File: src/rtl/dac_tx_pkg.sv
`timescale 1ns/1ps
package dac_tx_pkg;
    typedef enum logic [1:0] {
        ST_IDLE  = 2'd0,
        ST_LATCH = 2'd1,
        ST_PAD   = 2'd2,
        ST_DATA  = 2'd3
    } tx_state_e;
endpackage

File: src/rtl/dac_tx_seq.sv
`timescale 1ns/1ps
module dac_tx_seq
    import dac_tx_pkg::*;
#(
    parameter int DATA_W    = 20,
    parameter int FRAME_LEN = 24,
    parameter int IDX_W     = $clog2(FRAME_LEN)
) (
    input  logic             clk,
    input  logic             rst_n,
    input  logic             tick_i,
    output tx_state_e        state_o,
    output logic [IDX_W-1:0] slot_o,
    output logic [IDX_W-1:0] slot_nxt_o,
    output logic             phase_o,
    output logic             adv_o,
    output logic             load_o
);
    localparam int PAD_LEN = FRAME_LEN - DATA_W;
    localparam logic [IDX_W-1:0] SLOT_LAST   = IDX_W'(FRAME_LEN - 1);
    localparam logic [IDX_W-1:0] SLOT_PADEND = IDX_W'(PAD_LEN - 1);
    localparam tx_state_e AFTER_LATCH = (PAD_LEN > 1) ? ST_PAD : ST_DATA;

    tx_state_e        st_q, st_d;
    logic [IDX_W-1:0] slot_q, slot_d;
    logic             phase_q, phase_d;
    logic             adv, load;

    always_comb begin
        adv    = tick_i && ((st_q == ST_IDLE) || phase_q);
        load   = tick_i && ((st_q == ST_IDLE) || (phase_q && slot_q == SLOT_LAST));
        slot_d = ((st_q == ST_IDLE) || (slot_q == SLOT_LAST)) ? '0 : slot_q + 1'b1;
        phase_d = (tick_i && st_q != ST_IDLE) ? ~phase_q : phase_q;
        st_d   = st_q;
        unique case (st_q)
            ST_IDLE:  if (tick_i) st_d = ST_LATCH;
            ST_LATCH: if (adv) st_d = AFTER_LATCH;
            ST_PAD:   if (adv && slot_q == SLOT_PADEND) st_d = ST_DATA;
            ST_DATA:  if (adv && slot_q == SLOT_LAST) st_d = ST_LATCH;
        endcase
    end

    always_ff @(posedge clk) begin
        if (!rst_n) begin
            st_q    <= ST_IDLE;
            slot_q  <= '0;
            phase_q <= 1'b0;
        end else begin
            st_q    <= st_d;
            phase_q <= phase_d;
            if (adv) slot_q <= slot_d;
        end
    end

    assign state_o    = st_q;
    assign slot_o     = slot_q;
    assign slot_nxt_o = slot_d;
    assign phase_o    = phase_q;
    assign adv_o      = adv;
    assign load_o     = load;

    // the slot index never leaves the frame
    assert_slot_in_frame_R2: assert property (@(posedge clk) disable iff (!rst_n)
        slot_q <= SLOT_LAST);
    // the latch state always sits on slot 0
    assert_latch_on_slot0_R5: assert property (@(posedge clk) disable iff (!rst_n)
        (st_q == ST_LATCH) |-> (slot_q == '0));
    // data state only covers the data slots
    assert_data_after_pad_R4: assert property (@(posedge clk) disable iff (!rst_n)
        (st_q == ST_DATA) |-> (int'(slot_q) >= PAD_LEN));
    // the bit clock stays low while idle
    assert_idle_clock_low_R1: assert property (@(posedge clk) disable iff (!rst_n)
        (st_q == ST_IDLE) |-> !phase_q);
endmodule

File: src/rtl/dac_tx_hold.sv
`timescale 1ns/1ps
module dac_tx_hold #(
    parameter int DATA_W = 20
) (
    input  logic              clk,
    input  logic              rst_n,
    input  logic              load_i,
    input  logic              valid_i,
    input  logic [DATA_W-1:0] data_i,
    output logic              ready_o,
    output logic [DATA_W-1:0] word_nxt_o
);
    logic [DATA_W-1:0] word_q;
    logic              take;

    always_comb begin
        take       = load_i && valid_i;
        word_nxt_o = take ? data_i : word_q;
        ready_o    = load_i;
    end

    always_ff @(posedge clk) begin
        if (!rst_n) word_q <= '0;
        else        word_q <= word_nxt_o;
    end

    // a frame boundary without a sample keeps the old word
    assert_repeat_word_R7: assert property (@(posedge clk) disable iff (!rst_n)
        (load_i && !valid_i) |=> $stable(word_q));
endmodule

File: src/rtl/dac_tx_bitsel.sv
`timescale 1ns/1ps
module dac_tx_bitsel #(
    parameter int DATA_W    = 20,
    parameter int FRAME_LEN = 24,
    parameter int IDX_W     = $clog2(FRAME_LEN)
) (
    input  logic [DATA_W-1:0] word_i,
    input  logic [IDX_W-1:0]  slot_i,
    output logic              bit_o
);
    localparam int PAD_LEN = FRAME_LEN - DATA_W;

    always_comb begin
        int pos;
        pos = FRAME_LEN - 1 - int'(slot_i);
        if (int'(slot_i) < PAD_LEN || pos < 0 || pos >= DATA_W) bit_o = word_i[DATA_W-1];
        else bit_o = word_i[pos];
    end
endmodule

File: src/rtl/dac_word_tx.sv
`timescale 1ns/1ps
module dac_word_tx
    import dac_tx_pkg::*;
#(
    parameter int DATA_W    = 20,
    parameter int FRAME_LEN = 24
) (
    input  logic              clk,
    input  logic              rst_n,
    input  logic              tick_i,
    input  logic              s_valid_i,
    output logic              s_ready_o,
    input  logic [DATA_W-1:0] s_data_i,
    output logic              dac_sclk_o,
    output logic              dac_sdo_o,
    output logic              dac_le_o
);
    localparam int IDX_W = $clog2(FRAME_LEN);

    tx_state_e         st;
    logic [IDX_W-1:0]  slot, slot_nxt;
    logic              phase, adv, load, bit_nxt;
    logic [DATA_W-1:0] word_nxt;

    dac_tx_seq #(.DATA_W(DATA_W), .FRAME_LEN(FRAME_LEN), .IDX_W(IDX_W)) u_seq (
        .clk(clk), .rst_n(rst_n), .tick_i(tick_i),
        .state_o(st), .slot_o(slot), .slot_nxt_o(slot_nxt),
        .phase_o(phase), .adv_o(adv), .load_o(load)
    );

    dac_tx_hold #(.DATA_W(DATA_W)) u_hold (
        .clk(clk), .rst_n(rst_n), .load_i(load), .valid_i(s_valid_i),
        .data_i(s_data_i), .ready_o(s_ready_o), .word_nxt_o(word_nxt)
    );

    dac_tx_bitsel #(.DATA_W(DATA_W), .FRAME_LEN(FRAME_LEN), .IDX_W(IDX_W)) u_sel (
        .word_i(word_nxt), .slot_i(slot_nxt), .bit_o(bit_nxt)
    );

    always_ff @(posedge clk) begin
        if (!rst_n) begin
            dac_sdo_o <= 1'b0;
            dac_le_o  <= 1'b1;
        end else if (adv) begin
            dac_sdo_o <= bit_nxt;
            dac_le_o  <= (slot_nxt != '0);
        end
    end

    assign dac_sclk_o = phase;

    // nothing moves at a rising bit-clock edge
    assert_rise_quiet_R3: assert property (@(posedge clk) disable iff (!rst_n)
        $rose(dac_sclk_o) |-> ($stable(dac_sdo_o) && $stable(dac_le_o)));
    // latch enable moves only with a falling edge, apart from leaving idle
    assert_le_on_fall_R3: assert property (@(posedge clk) disable iff (!rst_n)
        (!$stable(dac_le_o) && $past(st) != ST_IDLE) |-> $fell(dac_sclk_o));
    // latch enable rises only after a rising edge was seen while it was low
    assert_le_low_edge_R5: assert property (@(posedge clk) disable iff (!rst_n)
        $rose(dac_le_o) |-> $past(dac_sclk_o));
    // latch enable falls only right after a load point
    assert_le_fall_at_load_R6: assert property (@(posedge clk) disable iff (!rst_n)
        $fell(dac_le_o) |-> $past(s_ready_o));
    // a missing tick freezes the DAC lines
    assert_stop_hold_R8: assert property (@(posedge clk) disable iff (!rst_n)
        !$past(tick_i) |-> ($stable(dac_sclk_o) && $stable(dac_sdo_o) && $stable(dac_le_o)));
endmodule

File: config.mk
export PLATFORM = sky130hd
export DESIGN_NAME = dac_word_tx
export DESIGN_NICKNAME = d
export VERILOG_FILES = /design/src/rtl/dac_tx_pkg.sv /design/src/rtl/dac_tx_seq.sv /design/src/rtl/dac_tx_hold.sv /design/src/rtl/dac_tx_bitsel.sv /design/src/rtl/dac_word_tx.sv
export SDC_FILE = /design/constraint.sdc
export NUM_CORES = 1
export LEC_CHECK = 0
export ABC_CLOCK_PERIOD_IN_PS = 3700
export BUFFER_PORTS_ARGS = -buffer_cell sky130_fd_sc_hd__buf_2
export CORE_ASPECT_RATIO = 0.5
export CORE_MARGIN = 5
export CORE_UTILIZATION = 58
export CTS_BUF_LIST = sky130_fd_sc_hd__clkbuf_8
export CTS_CLUSTER_DIAMETER = 100
export DETAILED_ROUTE_END_ITERATION = 6
export HOLD_SLACK_MARGIN = 0.15
export PLACE_DENSITY = 0.82
export SLEW_MARGIN = 20
export SYNTH_ARGS = -nofsm -noshare
export SYNTH_HDL_FRONTEND = slang
export SYNTH_SLANG_ARGS = --single-unit
export TNS_END_PERCENT = 100
File: constraint.sdc
create_clock -name clk -period 3.7 [get_ports clk]
set_clock_uncertainty 0.2 [all_clocks]
set_input_delay 0.37 -clock clk [delete_from_list [all_inputs] [get_ports clk]]
set_output_delay 0.37 -clock clk [all_outputs]
set_load 0.01 [all_outputs]
**Word level (Yosys, flattened, before mapping)**

Cells that the tools add are included.

- Add/sub/neg operators: 2
- Shift operators: 0
- Multipliers: 0
- Bitwise logic cells: 1
- Reductions and logical operators: 16
- Mux-type cells: 11
- Eq/ne operators: 9
- Order comparisons: 4
- Div/mod/pow operators: 0

Operators by type and width:

| kind | number |
|---|---|
| 32-bit by 6-bit >= comparator with 1-bit output, second input constant | 1 |
| 32-bit by 1-bit less-than comparator with 1-bit output, second input constant | 1 |
| 32-bit by 7-bit less-than comparator with 1-bit output, second input constant | 1 |
| 20-bit two-way mux | 1 |
| 2-bit two-way mux | 4 |
| 2-bit case mux with 4 select lines | 1 |
| 1-bit logical AND | 7 |
| 5-bit by 5-bit subtractor with 6-bit output, first input constant | 1 |
| 5-bit by 1-bit adder with 5-bit output, second input constant | 1 |
| 1-bit binary-select mux with 5-bit select | 1 |
| 5-bit by 2-bit == test with 1-bit output, second input constant | 1 |
| 5-bit == test, second input constant | 1 |
| 1-bit logical OR | 5 |
| 5-bit by 3-bit less-than comparator with 1-bit output, second input constant | 1 |
| 5-bit two-way mux | 1 |
| 5-bit nonzero test | 1 |
| 2-bit == test, second input constant | 2 |
| 2-bit by 1-bit inequality test with 1-bit output, second input constant | 2 |
| 2-bit inequality test, second input constant | 2 |
| 4-bit AND reduction | 1 |
| 1-bit two-way mux | 3 |
| 2-bit by 1-bit == test with 1-bit output, second input constant | 1 |
| 2-bit logical NOT | 1 |
| 2-bit nonzero test | 1 |
| 1-bit inverter | 1 |

- Word-level logic and storage cells: 49
- RAM bits: 0
- Output and inout bits: 4
- Memories kept: 0
- Flip-flop bits (word level): 30
- Input port bits: 24
- Bits in latches: 0
- ROM bits: 0

**Depth between registers and ports, before layout**

Gate-level depths: netlist of run 1.

- Depth after elaboration: 10
- Gate-level depth with buffers: 11

**Modules after synthesis**

From an unflattened synthesis of run 1, not the netlist that was laid out.

- Cells, all modules: 217
- Area, all modules: 2038.2 sq um

By module, submodules not included:

| module | area an instance (sq um) | seq. area each (sq um) | cells each | times used |
|---|---|---|---|---|
| dac_tx_hold | 1082.3 | 400.4 | 115 | 1 |
| dac_tx_seq | 574.3 | 160.2 | 65 | 1 |
| dac_tx_bitsel | 292.8 | 0.0 | 29 | 1 |
| dac_word_tx | 88.8 | 40.0 | 8 | 1 |

**Worst setup path before layout of run 1**

Ideal clock, no wire load.

- Kind: reg2reg
- Start: register u_seq.slot_q[0], in the netlist u_seq.slot_o[0]
- End: register dac_sdo_o
- Cell stages (with the launch flop): 10
- Data arrival time: 2.605 ns
- Path slack: 0.835 ns
- Clock period less this slack: 2.865 ns
- Cell sequence: dfxtp_1 ha_1 and4b_4 or4_4 buf_6 ha_1 or3_1 o311a_1 o211ai_1 a32o_1

- Longest elaborated chain between the ends: 10
- Elaborated cells on any way between the ends: 19

Ends and longest elaborated chain:

| element | line | RTL |
|---|---|---|
| start: declaration | dac_tx_seq.sv:25 | `logic [IDX_W-1:0] slot_q, slot_d;` |
| start signal: assignment | dac_tx_seq.sv:51 | `if (adv) slot_q <= slot_d;` |
| parallel branches: the longest is 9 deep, another holds 32-bit by 1-bit less-than comparator with 1-bit output | - |  |
| 1-bit two-way mux (*) | dac_tx_bitsel.sv:16 | `if (int'(slot_i) < PAD_LEN \|\| pos < 0 \|\| pos >= DATA_W) bit_o = word_i[DATA_W-1];` |
| end signal: assignment | dac_word_tx.sv:45 | `dac_sdo_o <= bit_nxt;` |
| end: declaration | dac_word_tx.sv:15 | `output logic dac_sdo_o,` |

Every way passes the cells marked *. The select of a mux whose other input is x is not followed.
A chain may end at the register's enable or synchronous reset.

**Worst setup path in the final report of run 1**

Ends and elaborated chain as after synthesis.

==> impl.org, run 1 <==
** Power and ir drop
- The worst-case IR drop observed on VDD is 359.2 uV.
- In this run the power density over the cells is 624.8 mW/mm^2.
- Leak Pwr :: 0.8351 nW

** Final layout
- Leaving out fill and tap cells, the most frequent cell in the layout is sky130_fd_sc_hd__nand2_1.
- The net count of the finished layout is 285.
- The number of antenna diodes in the final layout is 0.
- The layout has 192 filler cells.
- Signed area change from the synthesized netlist to the final layout :: 26.18%
- Fraction of final layout cells with drive strength greater than 1 :: 17.00%
- Commonest non-fill, non-tap cells in the layout :: sky130_fd_sc_hd__nand2_1 (50), sky130_fd_sc_hd__dfxtp_1 (30), sky130_fd_sc_hd__a21oi_1 (28), sky130_fd_sc_hd__buf_2 (27), sky130_fd_sc_hd__dlygate4sd3_1 (18)

** Worst setup path
- The largest single stage delay on the critical path is 0.63 ns.
- The cell family contributing the most delay on the critical path is simple AND/OR/NAND/NOR gates.
- Critical path class :: reg2reg
- Crit path cell chain :: ha_1 > nand2_1 > nor3b_1 > a21oi_1 > or2_2 > ha_1 > or3_1 > o311a_1 > o211ai_1 > a32o_1
- The most numerous cell type found on the critical path is sky130_fd_sc_hd__ha_1.
- Kind of end point of the critical path :: flop
- The worst setup path is launched from a flop.
- Buffers and inverters on the worst path :: 0
- Critical Path RT :: 3.73 ns
- Slowest stage cell, crit path :: sky130_fd_sc_hd__dfxtp_1
- Arrival time of the worst setup path :: 3.17 ns
- Of all nets on the critical path, the largest fanout is 17.

** Synthesis
- In the synthesized netlist the async set-or-reset flop fraction comes to 0%.
- Summing every instance area after synthesis gives 0.001673 sq mm.
- Counting flops with a built-in enable in the synthesized netlist gives 0.
- After synthesis, flip-flops and latches occupy 35.90% of the total area.
- Synth Net Count :: 246
- Number of unique standard cell types used by synthesis :: 48
- Count of warnings emitted by yosys :: 0
- After technology mapping, the gate count stands at 213.
- Number of flip-flops and latches in the synthesized netlist :: 30
- Most used flip-flop cell after synthesis :: sky130_fd_sc_hd__dfxtp_1
- Avg Inst Size Synth :: 7.854 sq um

** Timing
- Slew @ Worst Pin :: 0.9269 ns
- Total Neg Setup Slack :: 0 ns
- Final period utilization :: 84.79%
- The final hold violation count was 0.
- Unrepaired setup endpoints after global routing :: false
- Count of final setup violators :: 0
- For this run, the top clock speed supported by timing is 318.7 MHz.
- Number of max-slew violations in the final report :: 0
- After layout, the worst setup slack is 0.5626 ns.
- The worst pin sits at a relative slew slack of 38.14%.
- Min cycle time layout :: 3.137 ns

** Floorplanning
- In this run the vertical extent of the chip is 47.98 microns.
- Effective utilization at floorplan :: 62.71%
- In this run the horizontal extent of the chip is 85.95 microns.
- Std-Cell Core Area :: 0.002668 sq mm
- The initialized floorplan defines 13 standard-cell rows.
- I/O pins :: 28
- Die area :: 0.004123 sq mm

** Clock tree
- H-tree depth :: 2
- Post-CTS timing repair inserted 0 buffers for setup.
- The number of clock buffers added by TritonCTS is 5.
- No sink is reached through more buffers than the 2 on the longest clock path.
- Clock latency on the worst-skew pair, taken at its later pin, is 0.28 ns.
- TritonCTS clock tree :: done
- After clock tree synthesis, the clock-pin slew on the worst setup and hold paths is 0.06 ns.
- CTS placed an instance of sky130_fd_sc_hd__clkbuf_8 at the clock tree root.
- Sink count of the clock tree :: 30

** Routing
- Once detail routing completed, the nets flagged for antenna violations numbered 0.
- Via density :: 5.779
- For this block, the initial DRC count from the detailed router was 163.
- Number of vias in the routed layout :: 1676
- In the final routed layout, each cell accounts on average for 14.63 microns.
- Total length of routed wires :: 4.244 mm
- Before antenna repair, the detailed router went through 4 iterations.
- After detailed routing, the number of remaining DRC violations is 0.

** Placement
- Number of buffers added on ports :: 27
- Routability-driven placement finished with a final weighted congestion of 0.8938.
- HPWL after detailed placement :: 2.702 mm
- DP Worst Slack :: 0.6032 ns

** Run
- Max-cap violations in this run came to 0.

** GRT
- Global routing finished with a remaining overflow of 0.
- Total Routing Usage GR :: 22.56%
- The number of antenna violations at the first check in global routing is 0.
- Via count of the first global-routing pass :: 1595
- Maximum number of pins on one net before global-route repair :: 30
- The first global-routing pass estimated 7.148 mm of wire.

** Run status
- Outcome :: finished, final reports clean

** Hold path
- Hold Crit Class :: in2reg
[synth_stat cells, types with 4 or more instances]
library cell               number  area share, %
sky130_fd_sc_hd__clkbuf_1       8            1.8
sky130_fd_sc_hd__a21oi_1       28            8.4
sky130_fd_sc_hd__mux2i_1        5            3.0
sky130_fd_sc_hd__nor2_1        14            3.1
sky130_fd_sc_hd__ha_1           9            6.7
sky130_fd_sc_hd__inv_1          7            1.6
sky130_fd_sc_hd__o21ai_0        5            1.5
sky130_fd_sc_hd__nor3_1         4            1.2
sky130_fd_sc_hd__nand3_1        4            1.2
sky130_fd_sc_hd__nand2_1       50             11
sky130_fd_sc_hd__dfxtp_1       30             36
[what timing repair did]
item                      CTS  global route
hold endpoints to repair   18             0
resized for setup           0             0
hold buffers               18             0
[path summary, 6_finish.rpt]
check,startpoint,endpoint,slack [ns],depth (start not counted)
setup reg to reg,u_seq.slot_o[0]$_SDFFE_PN0P_,dac_sdo_o$_SDFFE_PN0P_,0.56,10
setup / recovery,u_seq.slot_o[0]$_SDFFE_PN0P_,dac_sdo_o$_SDFFE_PN0P_,0.56,10
hold reg to reg,u_hold.word_q[14]$_SDFF_PN0_,u_hold.word_q[14]$_SDFF_PN0_,0.26,2
hold / removal,s_data_i[15],u_hold.word_q[15]$_SDFF_PN0_,0.16,3
[sequential cells by signal, summed over array words and instances, names as in the netlist]
signal	flops
u_hold.word_q	20
u_seq.state_o	2
dac_sdo_o	1
dac_le_o	1
u_seq.phase_o	1
u_seq.slot_o	5
[per-stage QoR]
step	cell area (sq um)	hold slack (ns)	total power [mW]	utilization (%)	std cells
floorplan	1673	0.2315	0.7651	-	213
detailed placement	1788	0.2466	0.8778	67.03	264
global route	2111	0.1645	1.392	79.13	290
finish	2111	0.1582	1.319	79.13	290
global placement	1788	0.2424	0.8561	67.03	264
CTS	2111	0.1528	1.306	79.13	290
[where the power goes]
group	internal (mW)	total (mW)	leakage [nW]	switching [mW]
sequential	0.378	0.428	0.244	0.0494
clock	0.287	0.413	0.0714	0.126
combinational	0.181	0.478	0.520	0.296
total	0.847	1.32	0.835	0.472
[layer usage]
layer  wire length [microns]  part of all wire [%]  GRT usage [%]  vias to the layer above
li1                        -                     -              -                      812
met1                    1844                    43          26.12                      786
met2                    1987                    47          40.89                       63
met3                     294                   6.9          6.701                       15
met4                     118                   2.8          9.148                        0
met5                       0                     0              0                        -
[logic make-up after synthesis]
logic type	count (synthesis)	share of synthesized area [%]
AO/OA/AOI/OAI	55	21.47
XOR/XNOR	2	1.047
adder cells (fa/ha/maj)	9	6.732
buffers and inverters	23	6.433
flip-flops	30	35.90
multiplexers	7	4.338
AND/OR/NAND/NOR	87	24.08
[worst min-delay path, stage by stage]
cell	delay (ns)
sky130_fd_sc_hd__buf_2	0.11
sky130_fd_sc_hd__nand2_1	0.05
sky130_fd_sc_hd__a21oi_1	0.06
[layout make-up]
cell class,count,area [sq um],share of cell area [%]
clock buffers,6,82.58,3.912
clock inverters,2,60.06,2.845
multi-input cells,160,964.7,45.70
repair buffers,46,322.8,15.29
flip-flops and latches,30,600.6,28.45
inverters,9,33.78,1.600
well taps,37,46.29,2.193
No activity file was read; power rests on OpenSTA's default activity.
==> inputs of run 2 (changes only) <==
--- a/config.mk
+++ b/config.mk
@@ -5,7 +5,7 @@
 export SDC_FILE = /design/constraint.sdc
 export NUM_CORES = 1
 export LEC_CHECK = 0
-export ABC_CLOCK_PERIOD_IN_PS = 3700
+export ABC_CLOCK_PERIOD_IN_PS = 2930
 export BUFFER_PORTS_ARGS = -buffer_cell sky130_fd_sc_hd__buf_2
 export CORE_ASPECT_RATIO = 0.5
 export CORE_MARGIN = 5
==> constraint.sdc (replaced) <==
create_clock -name clk -period 2.93 [get_ports clk]
set_clock_uncertainty 0.2 [all_clocks]
set_input_delay 0.293 -clock clk [delete_from_list [all_inputs] [get_ports clk]]
set_output_delay 0.293 -clock clk [all_outputs]
set_load 0.01 [all_outputs]
==> impl.org, run 2 (same netlist as run 1, synthesis figures left out) <==
** Run status
- The flow ran to the end, and the final reports show no timing, DRC or antenna violations.

** Final layout
- Most common library cell in the layout ignoring fill and taps :: sky130_fd_sc_hd__nand2_1
- The final net count came to 295 (+3.5%).
- The antenna cell count was 0 (unchanged).
- Signed area change from the synthesized netlist to the final layout :: 29.69%
- In the layout the commonest cells are sky130_fd_sc_hd__nand2_1 (50), sky130_fd_sc_hd__a21oi_1 (28), sky130_fd_sc_hd__dfxtp_1 (27), sky130_fd_sc_hd__buf_2 (27), sky130_fd_sc_hd__dlygate4sd3_1 (21).
- More flip-flops sit in one register than any other, and that register is u_hold.word_q.
- Flip-flop count of the largest register, all copies and words added :: 20 (unchanged)
- The share of layout cells above drive strength 1 is 20.23% (+3.2 points).
- Final std cells w/o fill :: 299 (+3.1%)

** Routing
- The total number of vias is 1725 (+2.9%).
- The routed wire length per instance came to 15.20 microns (+3.9%).
- The count of antenna-violating nets left after detailed routing is 0 (unchanged).
- The number of iterations in the first detailed-routing pass was 4 (unchanged).
- The starting DRC count in detailed routing is 145 (-11%).
- The mean number of vias per cell is 5.769 (-0.17%).
- The number of DRC violations after detailed routing is 0 (unchanged).
- The wire length after detailed routing came to 4.545 mm (+7.1%).

** Power and ir drop
- The peak supply drop is 460.8 uV (+28%).
- Leak Pwr :: 0.8652 nW (+3.6%)
- Cell-internal power :: 1.016 mW (+20%)
- The net switching component of the power was 0.6070 mW (+29%).
- The power share of the clock group is 26.5% (-4.8 points).
- The combinational share of power is 41.0% (+4.8 points).
- The power density over the cells is 748.0 mW/mm^2 (+20%).
- The sum of internal, switching and leakage power came to 1.623 mW (+23%).
- The net switching fraction of the power is 37.41% (+1.6 points).
- The proportion of power drawn by flip-flops and latches was 32.5% (about the same).

** Worst setup path
- Slowest stage cell, crit path :: sky130_fd_sc_hd__or4_4
- The cell count of the worst reg-to-reg path is 8 (-2).
- Kind of end point of the critical path :: flop
- Critical path class :: reg2reg
- On the critical path the largest part of the delay comes from simple AND/OR/NAND/NOR gates.
- Worst reg2reg startpoint :: u_seq.slot_o[1]$_SDFFE_PN0P_
- The required time at the worst-slack endpoint is 2.96 ns (-0.77 ns).
- The data arrival time at the worst-slack endpoint came to 2.85 ns (-0.32 ns).
- Buffers and inverters on the worst path :: 0 (unchanged)
- Walking the worst path, the cells encountered are ha_2 > and4b_4 > or4_4 > ha_1 > or3_1 > o311a_1 > o211ai_1 > a32o_1.
- Slowest Stage Delay on Critical Path :: 0.49 ns (-0.14 ns)
- Setup crit start kind :: flop
- The peak fanout along the critical path is 5 (-12).
- Worst flop-to-flop path endpoint :: dac_sdo_o$_SDFFE_PN0P_
- The slack of the worst reg-to-reg path was 0.10 ns (-0.46 ns).

** Placement
- Number of buffers added on ports :: 27 (unchanged)
- Cell total after placement :: 271 (+2.7%)
- DP Worst Slack :: 0.1012 ns (-0.5019 ns)
- The placed wire-length estimate came to 2.732 mm (+1.1%).
- Placer Congestion :: 0.9468 (+5.9%)

** Clock tree
- Root buf cell :: sky130_fd_sc_hd__clkbuf_8
- The clock sink count came to 30 (unchanged).
- Worst-path clk slew :: 0.07 ns (about the same)
- Clock latency of the later-clocked register in the worst-skew pair :: 0.28 ns (about the same)
- The clock buffer count from CTS was 5 (unchanged).
- The largest buffer count on any clock path was 2 (unchanged).
- The maximum level of the CTS H-tree is 2 (unchanged).
- TritonCTS built the clock tree.

** Hold path
- Worst Hold Path Cells :: 4 (+1)
- The tightest min-delay check is of the in2reg type.
- The worst hold path begins at tick_i.
- End point of the most critical hold path :: u_seq.phase_o$_SDFFE_PN0P_

** GRT
- The total congestion overflow came to 0 (unchanged).
- First-pass GRT wire length :: 7.686 mm (+7.5%)
- The number of antenna violations at the first check in global routing came to 0 (unchanged).
- The all-layer global routing usage came to 24.75% (+2.2 points).
- The via count of the first global-routing pass came to 1673 (+4.9%).
- Maximum number of pins on one net before global-route repair :: 30 (unchanged)

** Floorplanning
- The I/O pin count is 28 (unchanged).
- The full die area is 0.004123 sq mm (unchanged).
- Overall die width :: 85.95 microns (unchanged)
- The height of the die is 47.98 microns (unchanged).
- Effective utilization at floorplan :: 62.71% (unchanged)
- The standard-cell row count is 13 (unchanged).
- Std-Cell Core Area :: 0.002668 sq mm (unchanged)

** Timing
- The final critical delay including setup and external delays came to 2.826 ns (-0.3113 ns).
- Achievable frequency :: 353.8 MHz (+11%)
- Count of final setup violators :: 0 (unchanged)
- Total Neg Setup Slack :: 0 ns (unchanged)
- Slew @ Worst Pin :: 0.4371 ns (-0.4898 ns)
- Final period utilization :: 96.45% (+12 points)
- The worst setup slack after layout came to 0.1039 ns (-0.4587 ns).
- Final-report hold violation count :: 0 (unchanged)
- The max-slew violation total from the final report was 0 (unchanged).
- The smallest hold slack came to 0.1525 ns (-0.005740 ns).
- The max-slew headroom at the worst pin came to 70.75% (+33 points).
- Setup repair after global routing left no endpoint under its margin.

** Run
- Number of violations of the max-capacitance limit :: 0 (unchanged)
## run 2: per-stage QoR
step	area [sq um]	utilization, %
floorplan	1673	-
global placement	1841	69.00
detailed placement	1841	69.00
CTS	2163	81.10
global route	2170	81.33
finish	2170	81.33
## run 2: final cells by class
type | count | area (sq um)
Sequential cell | 30 | 604.3
Tap cell | 37 | 46.29
Clock inverter | 1 | 30.03
Inverter | 9 | 33.78
Clock buffer | 6 | 82.58
Multi-Input combinational cell | 160 | 967.2
Timing Repair Buffer | 56 | 405.4
Fill cell | 159 | 498.0
## run 2: power groups by stage
| stage | Sequential (mW) | Combinational, mW | Clock [mW] |
|---|---|---|---|
| 2_1_floorplan | 0.531 | 0.435 | 0 |
| 3_3_place_gp | 0.527 | 0.599 | 0 |
| 3_5_place_dp | 0.532 | 0.610 | 0 |
| 4_1_cts | 0.523 | 0.635 | 0.429 |
| 5_1_grt | 0.538 | 0.732 | 0.445 |
| 6_report | 0.528 | 0.666 | 0.429 |
## run 2: how the worst max path moves through the flow
stage,from,endpoint,slack (ns),depth (start not counted)
finish,u_seq.slot_o[1]$_SDFFE_PN0P_,dac_sdo_o$_SDFFE_PN0P_,0.10,8
global route,u_seq.state_o[0]$_SDFFE_PN0P_,dac_sdo_o$_SDFFE_PN0P_,0.02,9
CTS,u_seq.slot_o[1]$_SDFFE_PN0P_,dac_sdo_o$_SDFFE_PN0P_,0.05,8
detailed placement,u_seq.slot_o[1]$_SDFFE_PN0P_,dac_sdo_o$_SDFFE_PN0P_,0.10,8
global placement,u_seq.slot_o[1]$_SDFFE_PN0P_,dac_sdo_o$_SDFFE_PN0P_,0.16,8
floorplan,u_seq.slot_o[0]$_SDFFE_PN0P_,dac_sdo_o$_SDFFE_PN0P_,0.06,9
## run 2: routing by layer
layer	up-vias	routed length, microns	global-route usage (%)	part of all wire, %
met2	68	2117	43.34	47
met1	799	1988	29.14	44
met4	0	125	13.56	2.8
met5	-	0	0	0
li1	838	-	-	-
met3	20	313	6.357	6.9
## run 2: worst min-delay path: cells and delay by family
| family | cells | cell delay (ns) |
|---|---|---|
| simple gates | 2 | 0.14 |
| xor+xnor | 1 | 0.06 |
| buf+inv | 1 | 0.11 |
## run 2: what timing repair did
| action | CTS | global route |
|---|---|---|
| setup buffers | 0 | 0 |
| hold buffers | 21 | 0 |
| hold endpoints to repair | 22 | 0 |
| setup endpoints to repair | 0 | 1 |
| gates resized for setup | 0 | 4 |
